--- src/rtl/rh_port_pkg.sv ---
package rh_port_pkg;

  // command / status bit positions (driver visible, behaviour depends on them)
  localparam int B_CLR_EN   = 0;
  localparam int B_SET_EN   = 1;
  localparam int B_SET_SUSP = 2;
  localparam int B_CLR_SUSP = 3;
  localparam int B_SET_RST  = 4;
  localparam int B_SET_PWR  = 8;
  localparam int B_CLR_PWR  = 9;
  localparam int B_CSC      = 16;
  localparam int B_PESC     = 17;
  localparam int B_PSSC     = 18;
  localparam int B_PRSC     = 20;

  // change-flag indices inside the flag bank
  localparam int NFLAG  = 4;
  localparam int F_CONN = 0;
  localparam int F_EN   = 1;
  localparam int F_SUSP = 2;
  localparam int F_RST  = 3;

  // bits that carry no command (reserved plus the constant overcurrent change)
  localparam logic [31:0] IGNORED_MASK = 32'hFFE8_FCE0;

  typedef enum logic [2:0] {
    PH_IDLE   = 3'd0,
    PH_RESET  = 3'd1,
    PH_RESUME = 3'd2,
    PH_LSEOP  = 3'd3,
    PH_SYNC   = 3'd4
  } rh_phase_e;

  typedef struct packed {
    logic             clr_en;
    logic             set_en;
    logic             set_susp;
    logic             clr_susp;
    logic             set_rst;
    logic             set_pwr;
    logic             clr_pwr;
    logic [NFLAG-1:0] w1c;
    logic             ign;
  } rh_cmd_t;

  typedef struct packed {
    logic ccs;
    logic pes;
    logic pss;
    logic prs;
    logic pps;
    logic lsda;
  } rh_stat_t;

  function automatic logic [NFLAG-1:0] flag_field(logic [31:0] d);
    logic [NFLAG-1:0] f;
    f[F_CONN] = d[B_CSC];
    f[F_EN]   = d[B_PESC];
    f[F_SUSP] = d[B_PSSC];
    f[F_RST]  = d[B_PRSC];
    return f;
  endfunction

  function automatic logic [31:0] pack_word(rh_stat_t s, logic [NFLAG-1:0] f);
    logic [31:0] w;
    w = '0;
    w[B_CLR_EN]   = s.ccs;
    w[B_SET_EN]   = s.pes;
    w[B_SET_SUSP] = s.pss;
    w[B_SET_RST]  = s.prs;
    w[B_SET_PWR]  = s.pps;
    w[B_CLR_PWR]  = s.lsda;
    w[B_CSC]      = f[F_CONN];
    w[B_PESC]     = f[F_EN];
    w[B_PSSC]     = f[F_SUSP];
    w[B_PRSC]     = f[F_RST];
    return w;
  endfunction

endpackage

--- src/rtl/rh_port_cmd.sv ---
module rh_port_cmd
  import rh_port_pkg::*;
(
  input  logic        wr_en,
  input  logic [31:0] wr_data,
  output rh_cmd_t     cmd
);

  always_comb begin
    cmd          = '0;
    cmd.clr_en   = wr_en & wr_data[B_CLR_EN];
    cmd.set_en   = wr_en & wr_data[B_SET_EN];
    cmd.set_susp = wr_en & wr_data[B_SET_SUSP];
    cmd.clr_susp = wr_en & wr_data[B_CLR_SUSP];
    cmd.set_rst  = wr_en & wr_data[B_SET_RST];
    cmd.set_pwr  = wr_en & wr_data[B_SET_PWR];
    cmd.clr_pwr  = wr_en & wr_data[B_CLR_PWR];
    cmd.w1c      = wr_en ? flag_field(wr_data) : '0;
    cmd.ign      = wr_en & (|(wr_data & IGNORED_MASK));
  end

endmodule

--- src/rtl/rh_port_flags.sv ---
module rh_port_flags #(
  parameter int NF = 4
) (
  input  logic          clk,
  input  logic          rst_n,
  input  logic [NF-1:0] set_i,
  input  logic [NF-1:0] clr_i,
  output logic [NF-1:0] flag_o
);

  for (genvar g = 0; g < NF; g++) begin : g_flag
    always_ff @(posedge clk or negedge rst_n) begin
      if (!rst_n)          flag_o[g] <= 1'b0;
      else if (set_i[g])   flag_o[g] <= 1'b1;
      else if (clr_i[g])   flag_o[g] <= 1'b0;
    end

    AST_FLAG_SET_WINS: assert property (@(posedge clk) disable iff (!rst_n)
      set_i[g] |=> flag_o[g]);
    AST_FLAG_HOLDS: assert property (@(posedge clk) disable iff (!rst_n)
      (flag_o[g] && !clr_i[g]) |=> flag_o[g]);
  end

endmodule

--- src/rtl/rh_port_seq.sv ---
module rh_port_seq
  import rh_port_pkg::*;
#(
  parameter int RESET_TICKS  = 480000,
  parameter int RESUME_TICKS = 960000,
  parameter int EOP_TICKS    = 96,
  parameter int SYNC_TICKS   = 144000
) (
  input  logic clk,
  input  logic rst_n,
  input  logic abort_i,
  input  logic start_reset_i,
  input  logic start_resume_i,
  output logic idle_o,
  output logic in_reset_o,
  output logic reset_done_o,
  output logic resume_done_o
);

  localparam int MAX_AB = (RESET_TICKS > RESUME_TICKS) ? RESET_TICKS : RESUME_TICKS;
  localparam int MAX_CD = (EOP_TICKS > SYNC_TICKS) ? EOP_TICKS : SYNC_TICKS;
  localparam int MAX_T  = (MAX_AB > MAX_CD) ? MAX_AB : MAX_CD;
  localparam int CW     = $clog2(MAX_T + 1);

  rh_phase_e       state;
  logic [CW-1:0]   cnt;
  logic            last;

  function automatic logic [CW-1:0] load_for(rh_phase_e p);
    case (p)
      PH_RESET:  return CW'(RESET_TICKS - 1);
      PH_RESUME: return CW'(RESUME_TICKS - 1);
      PH_LSEOP:  return CW'(EOP_TICKS - 1);
      PH_SYNC:   return CW'(SYNC_TICKS - 1);
      default:   return '0;
    endcase
  endfunction

  function automatic rh_phase_e after(rh_phase_e p);
    case (p)
      PH_RESUME: return PH_LSEOP;
      PH_LSEOP:  return PH_SYNC;
      default:   return PH_IDLE;
    endcase
  endfunction

  assign idle_o        = (state == PH_IDLE);
  assign in_reset_o    = (state == PH_RESET);
  assign last          = !idle_o && (cnt == '0);
  assign reset_done_o  = last && (state == PH_RESET) && !abort_i;
  assign resume_done_o = last && (state == PH_SYNC) && !abort_i;

  always_ff @(posedge clk or negedge rst_n) begin
    if (!rst_n) begin
      state <= PH_IDLE;
      cnt   <= '0;
    end else if (abort_i) begin
      state <= PH_IDLE;
      cnt   <= '0;
    end else if (idle_o) begin
      if (start_reset_i) begin
        state <= PH_RESET;
        cnt   <= load_for(PH_RESET);
      end else if (start_resume_i) begin
        state <= PH_RESUME;
        cnt   <= load_for(PH_RESUME);
      end
    end else if (last) begin
      state <= after(state);
      cnt   <= load_for(after(state));
    end else begin
      cnt <= cnt - 1'b1;
    end
  end

  AST_PHASE_RUNS_OUT: assert property (@(posedge clk) disable iff (!rst_n)
    (!idle_o && cnt != '0 && !abort_i) |=> $stable(state));
  AST_ABORT_IDLES: assert property (@(posedge clk) disable iff (!rst_n)
    abort_i |=> idle_o);

endmodule

--- src/rtl/rh_port_ctl.sv ---
module rh_port_ctl
  import rh_port_pkg::*;
#(
  parameter int RESET_TICKS  = 480000,
  parameter int RESUME_TICKS = 960000,
  parameter int EOP_TICKS    = 96,
  parameter int SYNC_TICKS   = 144000
) (
  input  logic        clk,
  input  logic        rst_n,
  input  logic        wr_en,
  input  logic [31:0] wr_data,
  input  logic        dev_connect,
  input  logic        dev_lowspeed,
  input  logic        port_fault,
  output logic [31:0] rd_data
);

  rh_cmd_t          cmd;
  rh_stat_t         st;
  logic             ccs_q, pes_q, pss_q, pps_q, lsda_q;
  logic             attach, detach, unconn_cmd, cmd_any;
  logic             seq_idle, seq_in_reset, reset_done, resume_done;
  logic             start_reset, start_resume;
  logic [NFLAG-1:0] flag_set, flags;

  rh_port_cmd i_cmd (
    .wr_en   (wr_en),
    .wr_data (wr_data),
    .cmd     (cmd)
  );

  // named port events
  assign attach     = dev_connect & ~ccs_q;
  assign detach     = ~dev_connect & ccs_q;
  assign unconn_cmd = (cmd.set_en | cmd.set_susp | cmd.set_rst) & ~ccs_q;
  assign cmd_any    = cmd.clr_en | cmd.set_en | cmd.set_susp | cmd.clr_susp |
                      cmd.set_rst | cmd.set_pwr | cmd.clr_pwr | (|cmd.w1c);

  assign start_reset  = cmd.set_rst & ccs_q & ~detach;
  assign start_resume = cmd.clr_susp & pss_q & ~detach;

  rh_port_seq #(
    .RESET_TICKS  (RESET_TICKS),
    .RESUME_TICKS (RESUME_TICKS),
    .EOP_TICKS    (EOP_TICKS),
    .SYNC_TICKS   (SYNC_TICKS)
  ) i_seq (
    .clk            (clk),
    .rst_n          (rst_n),
    .abort_i        (detach),
    .start_reset_i  (start_reset),
    .start_resume_i (start_resume),
    .idle_o         (seq_idle),
    .in_reset_o     (seq_in_reset),
    .reset_done_o   (reset_done),
    .resume_done_o  (resume_done)
  );

  always_comb begin
    flag_set         = '0;
    flag_set[F_CONN] = attach | detach | unconn_cmd;
    flag_set[F_EN]   = port_fault & pes_q;
    flag_set[F_SUSP] = resume_done;
    flag_set[F_RST]  = reset_done;
  end

  rh_port_flags #(.NF(NFLAG)) i_flags (
    .clk    (clk),
    .rst_n  (rst_n),
    .set_i  (flag_set),
    .clr_i  (cmd.w1c),
    .flag_o (flags)
  );

  always_ff @(posedge clk or negedge rst_n) begin
    if (!rst_n) begin
      ccs_q  <= 1'b0;
      pes_q  <= 1'b0;
      pss_q  <= 1'b0;
      pps_q  <= 1'b1;
      lsda_q <= 1'b0;
    end else begin
      ccs_q <= dev_connect;

      if (detach)                     pes_q <= 1'b0;
      else if (port_fault && pes_q)   pes_q <= 1'b0;
      else if (reset_done)            pes_q <= 1'b1;
      else if (cmd.clr_en)            pes_q <= 1'b0;
      else if (cmd.set_en && ccs_q)   pes_q <= 1'b1;

      if (detach)                     pss_q <= 1'b0;
      else if (resume_done)           pss_q <= 1'b0;
      else if (cmd.set_susp && ccs_q) pss_q <= 1'b1;

      if (cmd.clr_pwr)                pps_q <= 1'b0;
      else if (cmd.set_pwr)           pps_q <= 1'b1;

      if (detach)                     lsda_q <= 1'b0;
      else if (attach)                lsda_q <= dev_lowspeed;
    end
  end

  always_comb begin
    st      = '0;
    st.ccs  = ccs_q;
    st.pes  = pes_q;
    st.pss  = pss_q;
    st.prs  = seq_in_reset;
    st.pps  = pps_q;
    st.lsda = lsda_q;
  end

  assign rd_data = pack_word(st, flags);

  AST_DETACH_CLEARS: assert property (@(posedge clk) disable iff (!rst_n)
    detach |=> (!ccs_q && !pes_q && !pss_q && !lsda_q && !seq_in_reset));
  AST_RESET_NEEDS_DEVICE: assert property (@(posedge clk) disable iff (!rst_n)
    seq_in_reset |-> ccs_q);
  AST_RESET_ENABLES: assert property (@(posedge clk) disable iff (!rst_n)
    (reset_done && !(port_fault && pes_q)) |=> (pes_q && flags[F_RST]));
  AST_RESUME_ENDS: assert property (@(posedge clk) disable iff (!rst_n)
    resume_done |=> (!pss_q && flags[F_SUSP]));
  AST_UNCONN_CMD: assert property (@(posedge clk) disable iff (!rst_n)
    unconn_cmd |=> (flags[F_CONN] && !seq_in_reset));
  AST_FAULT_DISABLES: assert property (@(posedge clk) disable iff (!rst_n)
    (port_fault && pes_q) |=> (!pes_q && flags[F_EN]));
  AST_POWER_OFF: assert property (@(posedge clk) disable iff (!rst_n)
    cmd.clr_pwr |=> !pps_q);
  AST_ABORT_NO_DONE: assert property (@(posedge clk) disable iff (!rst_n)
    (detach && !seq_idle) |=> !seq_in_reset);
  AST_IGNORED_BITS: assert property (@(posedge clk) disable iff (!rst_n)
    (cmd.ign && !cmd_any && !attach && !detach && !port_fault && seq_idle)
      |=> $stable(rd_data));

endmodule

--- config.mk ---
export PLATFORM = sky130hd
export DESIGN_NAME = rh_port_ctl
export DESIGN_NICKNAME = d
export VERILOG_FILES = /design/src/rtl/rh_port_pkg.sv /design/src/rtl/rh_port_cmd.sv /design/src/rtl/rh_port_flags.sv /design/src/rtl/rh_port_seq.sv /design/src/rtl/rh_port_ctl.sv
export SDC_FILE = /design/constraint.sdc
export NUM_CORES = 1
export LEC_CHECK = 0
export BUFFER_PORTS_ARGS = -buffer_cell sky130_fd_sc_hd__buf_2
export CAP_MARGIN = 10
export CORE_ASPECT_RATIO = 0.8
export CORE_MARGIN = 2
export CORE_UTILIZATION = 57
export DETAILED_ROUTE_END_ITERATION = 12
export PLACE_DENSITY = 0.93
export SKIP_CTS_REPAIR_TIMING = 1
export SLEW_MARGIN = 40
export SYNTH_ARGS = -nofsm -noshare
export SYNTH_HDL_FRONTEND = slang
export SYNTH_HIERARCHICAL = 1
export SYNTH_SLANG_ARGS = --single-unit
--- constraint.sdc ---
create_clock -name clk -period 5.9 [get_ports clk]
set_input_delay 0.295 -clock clk [delete_from_list [all_inputs] [get_ports clk]]
set_output_delay 0.295 -clock clk [all_outputs]
set_load 0.05 [all_outputs]
Word level (Yosys, flattened, before mapping)
Index checks and enable logic that the tools add are counted.

Input bits: 38. Register bits after elaboration: 32. Logic and storage cells: 100. Output and inout port bits: 32.

Reductions and logical operators: 22. Bitwise operators: 22. Muxes and demuxes: 35. $add $sub $neg: 1. Equality and inequality tests: 9.

Operators by type and width (count): two-way mux 20 bit (5); case mux 20 bit (4 select lines) (1); two-way mux 3 bit (7); logical NOT 20 bit (1); two-way mux 1 bit (20); subtractor 20 x 1 -> 20 bit, second input constant (1); bitwise AND 1 bit (15); == test 3 x 2 -> 1 bit, second input constant (4); nonzero test 2 bit (6); logical AND 1 bit (8); == test 3 x 1 -> 1 bit, second input constant (2); == test 3 bit, second input constant (2); case mux 3 bit (2 select lines) (1); nonzero test 3 bit (2); nonzero test 5 bit (1); two-way mux 4 bit (1); inequality test 4 x 2 -> 1 bit, second input constant (1); bitwise OR 1 bit (4); logical NOT 3 bit (1); inverter 1 bit (3); logical NOT 1 bit (2); AND reduction 2 bit (1).

Depth between registers and ports, before layout
Gate-level depths: netlist of run 1.

Depth in word-level cells: 11. Gate-level depth with buffers: 10. Gate-level depth less buffers: 8.

By module
The synthesis of run 1 kept the hierarchy.

Modules (own cells, without submodules): rh_port_seq (sequential area each 575.6 um^2, instances 1, cells an instance 184, area an instance 1705.4 um^2); rh_port_ctl (sequential area each 126.4 um^2, instances 1, cells an instance 53, area an instance 459.2 um^2); rh_port_flags (sequential area each 100.1 um^2, instances 1, cells an instance 12, area an instance 145.1 um^2); rh_port_cmd (sequential area each 0.0 um^2, instances 1, cells an instance 19, area an instance 121.4 um^2).

Worst setup path before layout of run 1
OpenSTA, ideal clock, no wires.

Path type: register to register. Start point: reg i_seq.cnt[4]. End point: reg pes_q. Cell stages (with the launch flop): 8. Buffers on the path: 1. Setup time: 0.111 ns. Arrival: 2.096 ns. Period minus slack after synthesis: 2.208 ns. Data required time: 5.789 ns. Path slack: 3.692 ns. Cell sequence: dfrtp_1 > buf_6 > or4_4 > nor3_4 > nand2_1 > nor4_1 > inv_1 > a2111oi_2.

Cells in the longest elaborated chain, start to end: 7. Elaborated cells between the ends (all ways): 8. Those cells by class: 3 x mux; 5 x reduce/logical.

RTL lines: start, declared (RTL line rh_port_seq.sv:26) `logic [CW-1:0] cnt;`; start signal, assigned (RTL line rh_port_seq.sv:63) `cnt <= load_for(PH_RESET);`; start signal, assigned (RTL line rh_port_seq.sv:66) `cnt <= load_for(PH_RESUME);`; start signal, assigned (RTL line rh_port_seq.sv:70) `cnt <= load_for(after(state));`; logical NOT 20 bit * (RTL line rh_port_seq.sv:49) `assign last = !idle_o && (cnt == '0);`; logical AND 1 bit * (RTL line rh_port_seq.sv:49); logical AND 1 bit * (2 in a row) (RTL line rh_port_seq.sv:50) `assign reset_done_o = last && (state == PH_RESET) && !abort_i;`; net flag_set[3] (RTL line rh_port_ctl.sv:25) `logic [NFLAG-1:0] flag_set, flags;`; two-way mux 1 bit (RTL line rh_port_ctl.sv:88) `else if (reset_done) pes_q <= 1'b1;`; two-way mux 1 bit (RTL line rh_port_ctl.sv:87) `else if (port_fault && pes_q) pes_q <= 1'b0;`; two-way mux 1 bit (RTL line rh_port_ctl.sv:86) `if (detach) pes_q <= 1'b0;`; end signal, assigned (RTL line rh_port_ctl.sv:86); end signal, assigned (RTL line rh_port_ctl.sv:87); end signal, assigned (RTL line rh_port_ctl.sv:88); end, declared (RTL line rh_port_ctl.sv:21) `logic ccs_q, pes_q, pss_q, pps_q, lsda_q;`.

Mark *: on every way through the listed nets, which the timed path passes. The rest lies on a longest branch. A chain may end at the register's enable or synchronous reset.

Worst setup path in the final report of run 1
Start point: reg ccs_q. End point: reg i_seq.cnt[19].

Cells in the longest elaborated chain, start to end: 6. Elaborated cells between the ends (all ways): 9. Those cells by class: 1 x eq/ne; 3 x mux; 5 x bitwise.

RTL lines: start, declared (RTL line rh_port_ctl.sv:21); start signal, assigned (RTL line rh_port_ctl.sv:84) `ccs_q <= dev_connect;`; bitwise AND 1 bit (RTL line rh_port_ctl.sv:35) `assign detach = ~dev_connect & ccs_q;`; inverter 1 bit (RTL line rh_port_ctl.sv:40) `assign start_reset = cmd.set_rst & ccs_q & ~detach;`; bitwise AND 1 bit * (RTL line rh_port_ctl.sv:40); net start_reset (RTL line rh_port_ctl.sv:24) `logic start_reset, start_resume;`; two-way mux 20 bit (RTL line rh_port_seq.sv:61) `if (start_reset_i) begin`; two-way mux 20 bit (RTL line rh_port_seq.sv:60) `end else if (idle_o) begin`; two-way mux 20 bit (RTL line rh_port_seq.sv:57) `end else if (abort_i) begin`.

Marks and branches as above.

==> results.toml, run 1 <==
[cts]
cts_tree = "done"
clk_latency_ps = 290
cts_inserted_buffers = 5
htreeDepth = 2
clk_pin_slew_ps = 60
cts-root-buf = "clkbuf_8"
clock_sinks = 32
clock_path_buffers = 2

[route]
avgViaCountPerCell = 6.02
drtAntennaViolNets = 0
drt-initial-drc-count = 215
wl_per_cell_um = 15.2
drcViolationCount = 0
drt-total-wl_um = 5090
dr.pass1.iters = 5
dr_total_vias = 2011

[timing]
maxSlewViolCount = 0
setup_viol = 0
clock_skew_ps = 6.22
timing.fmax_mhz = 389
fin_tns_setup_ps = 0
post-route-min-period_ps = 2570
rsz0062_at_grt = "false"
hold_violations = 0
fin_crit_sh = 0.436
relSlewSlack = 0.418
worst_pin_slew_ps = 869

[power_and_ir_drop]
total_power_uw = 1260
internal_power_uw = 656
power_switching_uw = 605
powerDensity_mw_per_mm2 = 509
peakVddDrop_mv = 0.226
pwr-share-comb = 0.539
leakagePower_uw = 0.00113
p_clk_frac = 0.128
p_sw_frac = 0.480
p_seq_frac = 0.333

[placed_design]
hpwl_um = 3670
place.port_buffers = 26
place.gp.congestion = 0.903
place_area_mm2 = 0.00239

[finish]
design_area_mm2 = 0.00247
drive_gt1_frac = 0.204
syn2layout_area_growth_pct = 3.89
nNetsFinal = 322
insertedDiodeCount = 0
n_fill_cell = 329

[global_route]
use_met3 = 0.0549
grt_overflow = 0
grt_pass1_wl_um = 8770
grt-busiest-layer = "met2"
use_met1 = 0.326
grt_usage = 0.237
antenna_found_initial = 0
met2_usage = 0.355
grt_max_degree = 33
grt_pass1_vias = 1896

[floorplanning]
num_rows = 20
pin_count = 70
core-area_mm2 = 0.00390
die_h_um = 61.8
die_w_um = 76.3
initial_core_util = 0.610
die-area_mm2 = 0.00472

[status]
outcome = "completed"

[synth]
synth_area_per_cell_um2 = 9.13
ys.warnings.count = 6
netlist_instances = 261
netlist_area_mm2 = 0.00238

[worst_setup_path]
max_stage_delay_ps = 680
cp_slowest_cell = "nor3_2"
start_kind = "flip-flop"
crit_path_end_kind = "flip-flop"
critical_path_class = "reg2reg"
critPathMaxFanout = 12
worst_ep_required_time_ps = 6080
path_cells = "ha_1 > nor2_1 > or4_4 > nor3_2 > a21oi_1 > a211oi_1"
arrival_ps = 2750

[worst_hold_path]
worstHoldPathType = "in2async"

[job]
drv_cap = 0
==> power groups by stage <==
stage | logic [uW] | clock network (uW) | registers [uW]
3_5_place_dp | 663 | 0 | 420
5_1_grt | 742 | 174 | 437
6_report | 679 | 162 | 420
3_3_place_gp | 646 | 0 | 413
4_1_cts | 668 | 166 | 416
2_1_floorplan | 591 | 0 | 387
==> per-stage QoR <==
| stage | cells | hold slack [ps] | util | setup slack (ps) |
|---|---|---|---|---|
| floorplan | 282 | -0.591 | - | 3690 |
| global placement | 326 | 383 | 0.613 | 3450 |
| detailed placement | 326 | 396 | 0.613 | 3410 |
| CTS | 334 | 86.6 | 0.634 | 3390 |
| global route | 334 | 126 | 0.634 | 3170 |
| finish | 334 | 56.1 | 0.634 | 3330 |
==> final timing paths <==
| check | startpoint | endpoint | slack (ps) | cells past startpoint |
|---|---|---|---|---|
| worst min register to register | i_flags/flag_o[0] | i_flags/flag_o[0] | 470 | 1 |
| max in group asynchronous | rst_n | i_seq/cnt[10] | 5390 | 1 |
| worst max register to register | ccs_q | i_seq/cnt[19] | 3330 | 6 |
| worst max-delay path | ccs_q | i_seq/cnt[19] | 3330 | 6 |
| min in group clk | dev_connect | ccs_q | 130 | 1 |
| worst min-delay path | rst_n | i_flags/flag_o[0] | 60 | 1 |
==> critical path: cells and delay by family (launching register included) <==
kind,cells,cell delay [ps]
AND/OR/NAND/NOR,3,1310
AO/OA/AOI/OAI,2,470
flip-flops,1,450
adder cells (fa/ha/maj),1,240
==> state kept, by name, indices dropped and copies added, names as in the netlist <==
| signal | flops |
|---|---|
| i_seq/state | 3 |
| lsda_q | 1 |
| i_seq/cnt | 20 |
| i_flags/flag_o | 4 |
| pps_q | 1 |
| pss_q | 1 |
| pes_q | 1 |
| ccs_q | 1 |
==> cell usage in the layout (no fill, tap or decap), types with 6 or more instances in the layout <==
cell	count
ha_1	6
a21oi_1	8
nor3_1	8
nand2_1	11
o21ai_0	15
buf_2	26
a22o_1	13
o41ai_1	6
and2_1	11
nor4_1	7
inv_1	11
conb_1	22
dfrtp_1	31
nor2_1	19
o31ai_1	6
==> final cells by class <==
type / count / area [um^2] / area share
clock buffer: 8 / 80.1 / 0.0324
inverter: 12 / 45.0 / 0.0182
multi-input combinational: 201 / 1350 / 0.545
sequential: 32 / 802 / 0.324
tap: 55 / 68.8 / 0.0278
timing repair buffer: 26 / 130 / 0.0526
==> metal layers <==
layer / up-vias / part of all wire
li1: 948 / -
met1: 945 / 0.45
met2: 102 / 0.45
met3: 16 / 0.079
met4: 0 / 0.026
met5: - / 0
(Power assumes the default switching activity.)
==> run 2: changes to the inputs <==
CORE_UTILIZATION = 52   (was 57)
PLACE_DENSITY = 0.86   (was 0.93)
clock period = 2.7 ns   (was 5.9 ns; I/O delays follow)
==> run 2 against run 1 <==
Critical path depth grew 3. First-iteration DRC count shrank 17%. Routed wire length is 4.5% higher. Critical endpoint unchanged. Largest power group unchanged.
==> results.toml, run 2 (same netlist as run 1, synthesis figures left out) <==
[floorplanning]
pin_count = 70
die-area_mm2 = 0.00514
die_h_um = 64.5
core-area_mm2 = 0.00428
initial_core_util = 0.556
die_w_um = 79.7
num_rows = 21

[cts]
clock_sinks = 32
cts_inserted_buffers = 5
htreeDepth = 2
clk_latency_ps = 290
clk_pin_slew_ps = 60
cts-root-buf = "clkbuf_8"
clock_path_buffers = 2
cts_tree = "done"

[timing]
fin_tns_setup_ps = 0
setup_viol = 0
maxSlewViolCount = 0
hold_violations = 0
worst_pin_slew_ps = 583
post-route-min-period_ps = 2380
fin_crit_sh = 0.881
clock_skew_ps = 9.11
relSlewSlack = 0.609
rsz0062_at_grt = "false"
timing.fmax_mhz = 420

[finish]
finalNonFillerCells = 346
layout_commonest_cell = "dfrtp_1"
nNetsFinal = 332
largest_reg_flops = 20
insertedDiodeCount = 0
top_register = "i_seq/cnt"
drive_gt1_frac = 0.228
top_regs = "i_seq/cnt x20, i_flags/flag_o x4, i_seq/state x3"
syn2layout_area_growth_pct = 7.88
final_cell_mix = "dfrtp_1 (31), buf_2 (25), conb_1 (22), nor2_1 (19), o21ai_0 (15)"
n_fill_cell = 380

[placed_design]
hpwl_um = 3900
dp_cells = 336
place.gp.congestion = 0.907
place.port_buffers = 26

[power_and_ir_drop]
leakagePower_uw = 0.00118
powerDensity_mw_per_mm2 = 1120
peakVddDrop_mv = 0.544

[worst_setup_path]
startpoint = "dev_connect"
path_cells = "dlygate4sd3_1 > buf_2 > inv_1 > ha_1 > nor2_1 > or4_4 > nor3_2 > a21oi_1 > a211oi_1"
cp_slowest_cell = "dlygate4sd3_1"
max_stage_delay_ps = 540
crit_path_end_kind = "flip-flop"
worst_ep_required_time_ps = 2880
start_kind = "input pin"
critPathMaxFanout = 8
arrival_ps = 2560
critical_path_class = "in2reg"
r2r_start = "i_seq/cnt[6]"

[global_route]
grt_usage = 0.234
grt_overflow = 0
grt_max_degree = 33
grt_pass1_vias = 1895
grt_pass1_wl_um = 9280
antenna_found_initial = 0

[worst_hold_path]
worstHoldPathType = "in2reg"
hp-start = "wr_data[9]"

[job]
drv_cap = 0

[status]
outcome = "completed"

[route]
drcViolationCount = 0
drt-initial-drc-count = 179
dr_total_vias = 2063
wl_per_cell_um = 15.4
drtAntennaViolNets = 0
drt-total-wl_um = 5320
dr.pass1.iters = 5
avgViaCountPerCell = 5.96
==> run 2: cell types whose count changed in the layout (fill, tap and decap cells not counted) <==
cell           delta
clkbuf_1          -1
dlygate4sd3_1     +2
clkbuf_8          +1
buf_2             -1
buf_4             +9
==> run 2: report_power, final <==
part / leakage (uW) / internal, uW / switching, uW
combinational: 0.000736 / 649 / 942
clock: 0.0000455 / 208 / 168
sequential: 0.000399 / 661 / 243
total: 0.00118 / 1520 / 1350
==> run 2: final cells by class <==
class                           count  area, um^2  area share
Inverter                           12        45.0      0.0175
Clock buffer                        8        90.1      0.0351
Sequential cell                    32         802       0.312
Timing Repair Buffer               36         213      0.0828
Tap cell                           57        71.3      0.0278
Multi-Input combinational cell    201        1350       0.525
==> run 2: path summary, 6_finish.rpt <==
kind	endpoint	slack (ps)	depth (start not counted)
max	i_seq/cnt[19]	320	9
min	pps_q	80	3
max reg2reg	pes_q	320	6
min reg2reg	i_flags/flag_o[0]	480	1
max in group asynchronous	pps_q	2040	2
min in group asynchronous	i_seq/cnt[3]	330	2
==> run 2: layer usage <==
| metal | routed length, um | GRT usage | vias to the layer above | part of all wire |
|---|---|---|---|---|
| li1 | - | - | 968 | - |
| met1 | 2450 | 0.350 | 994 | 0.46 |
| met2 | 2360 | 0.326 | 93 | 0.44 |
| met3 | 436 | 0.0557 | 8 | 0.082 |
| met4 | 75 | 0.0841 | 0 | 0.014 |
| met5 | 0 | 0 | - | 0 |
==> run 2: stage by stage <==
step	total power [uW]	hold WS (ps)	cell area, um^2	utilization	setup WS, ps
floorplan	2140	-161	2460	-	492
global placement	2400	220	2460	0.574	360
detailed placement	2460	227	2460	0.574	338
CTS	2850	-81.2	2550	0.595	318
global route	3110	81.6	2570	0.600	145
finish	2870	75.2	2570	0.600	321
==> run 2: worst max-delay path, delay by kind of cell <==
kind | cells | cell delay (ps)
AOI/OAI and AO/OA | 2 | 390
adders and majority gates | 1 | 200
buffers and inverters | 3 | 740
and+or+nand+nor | 3 | 1090
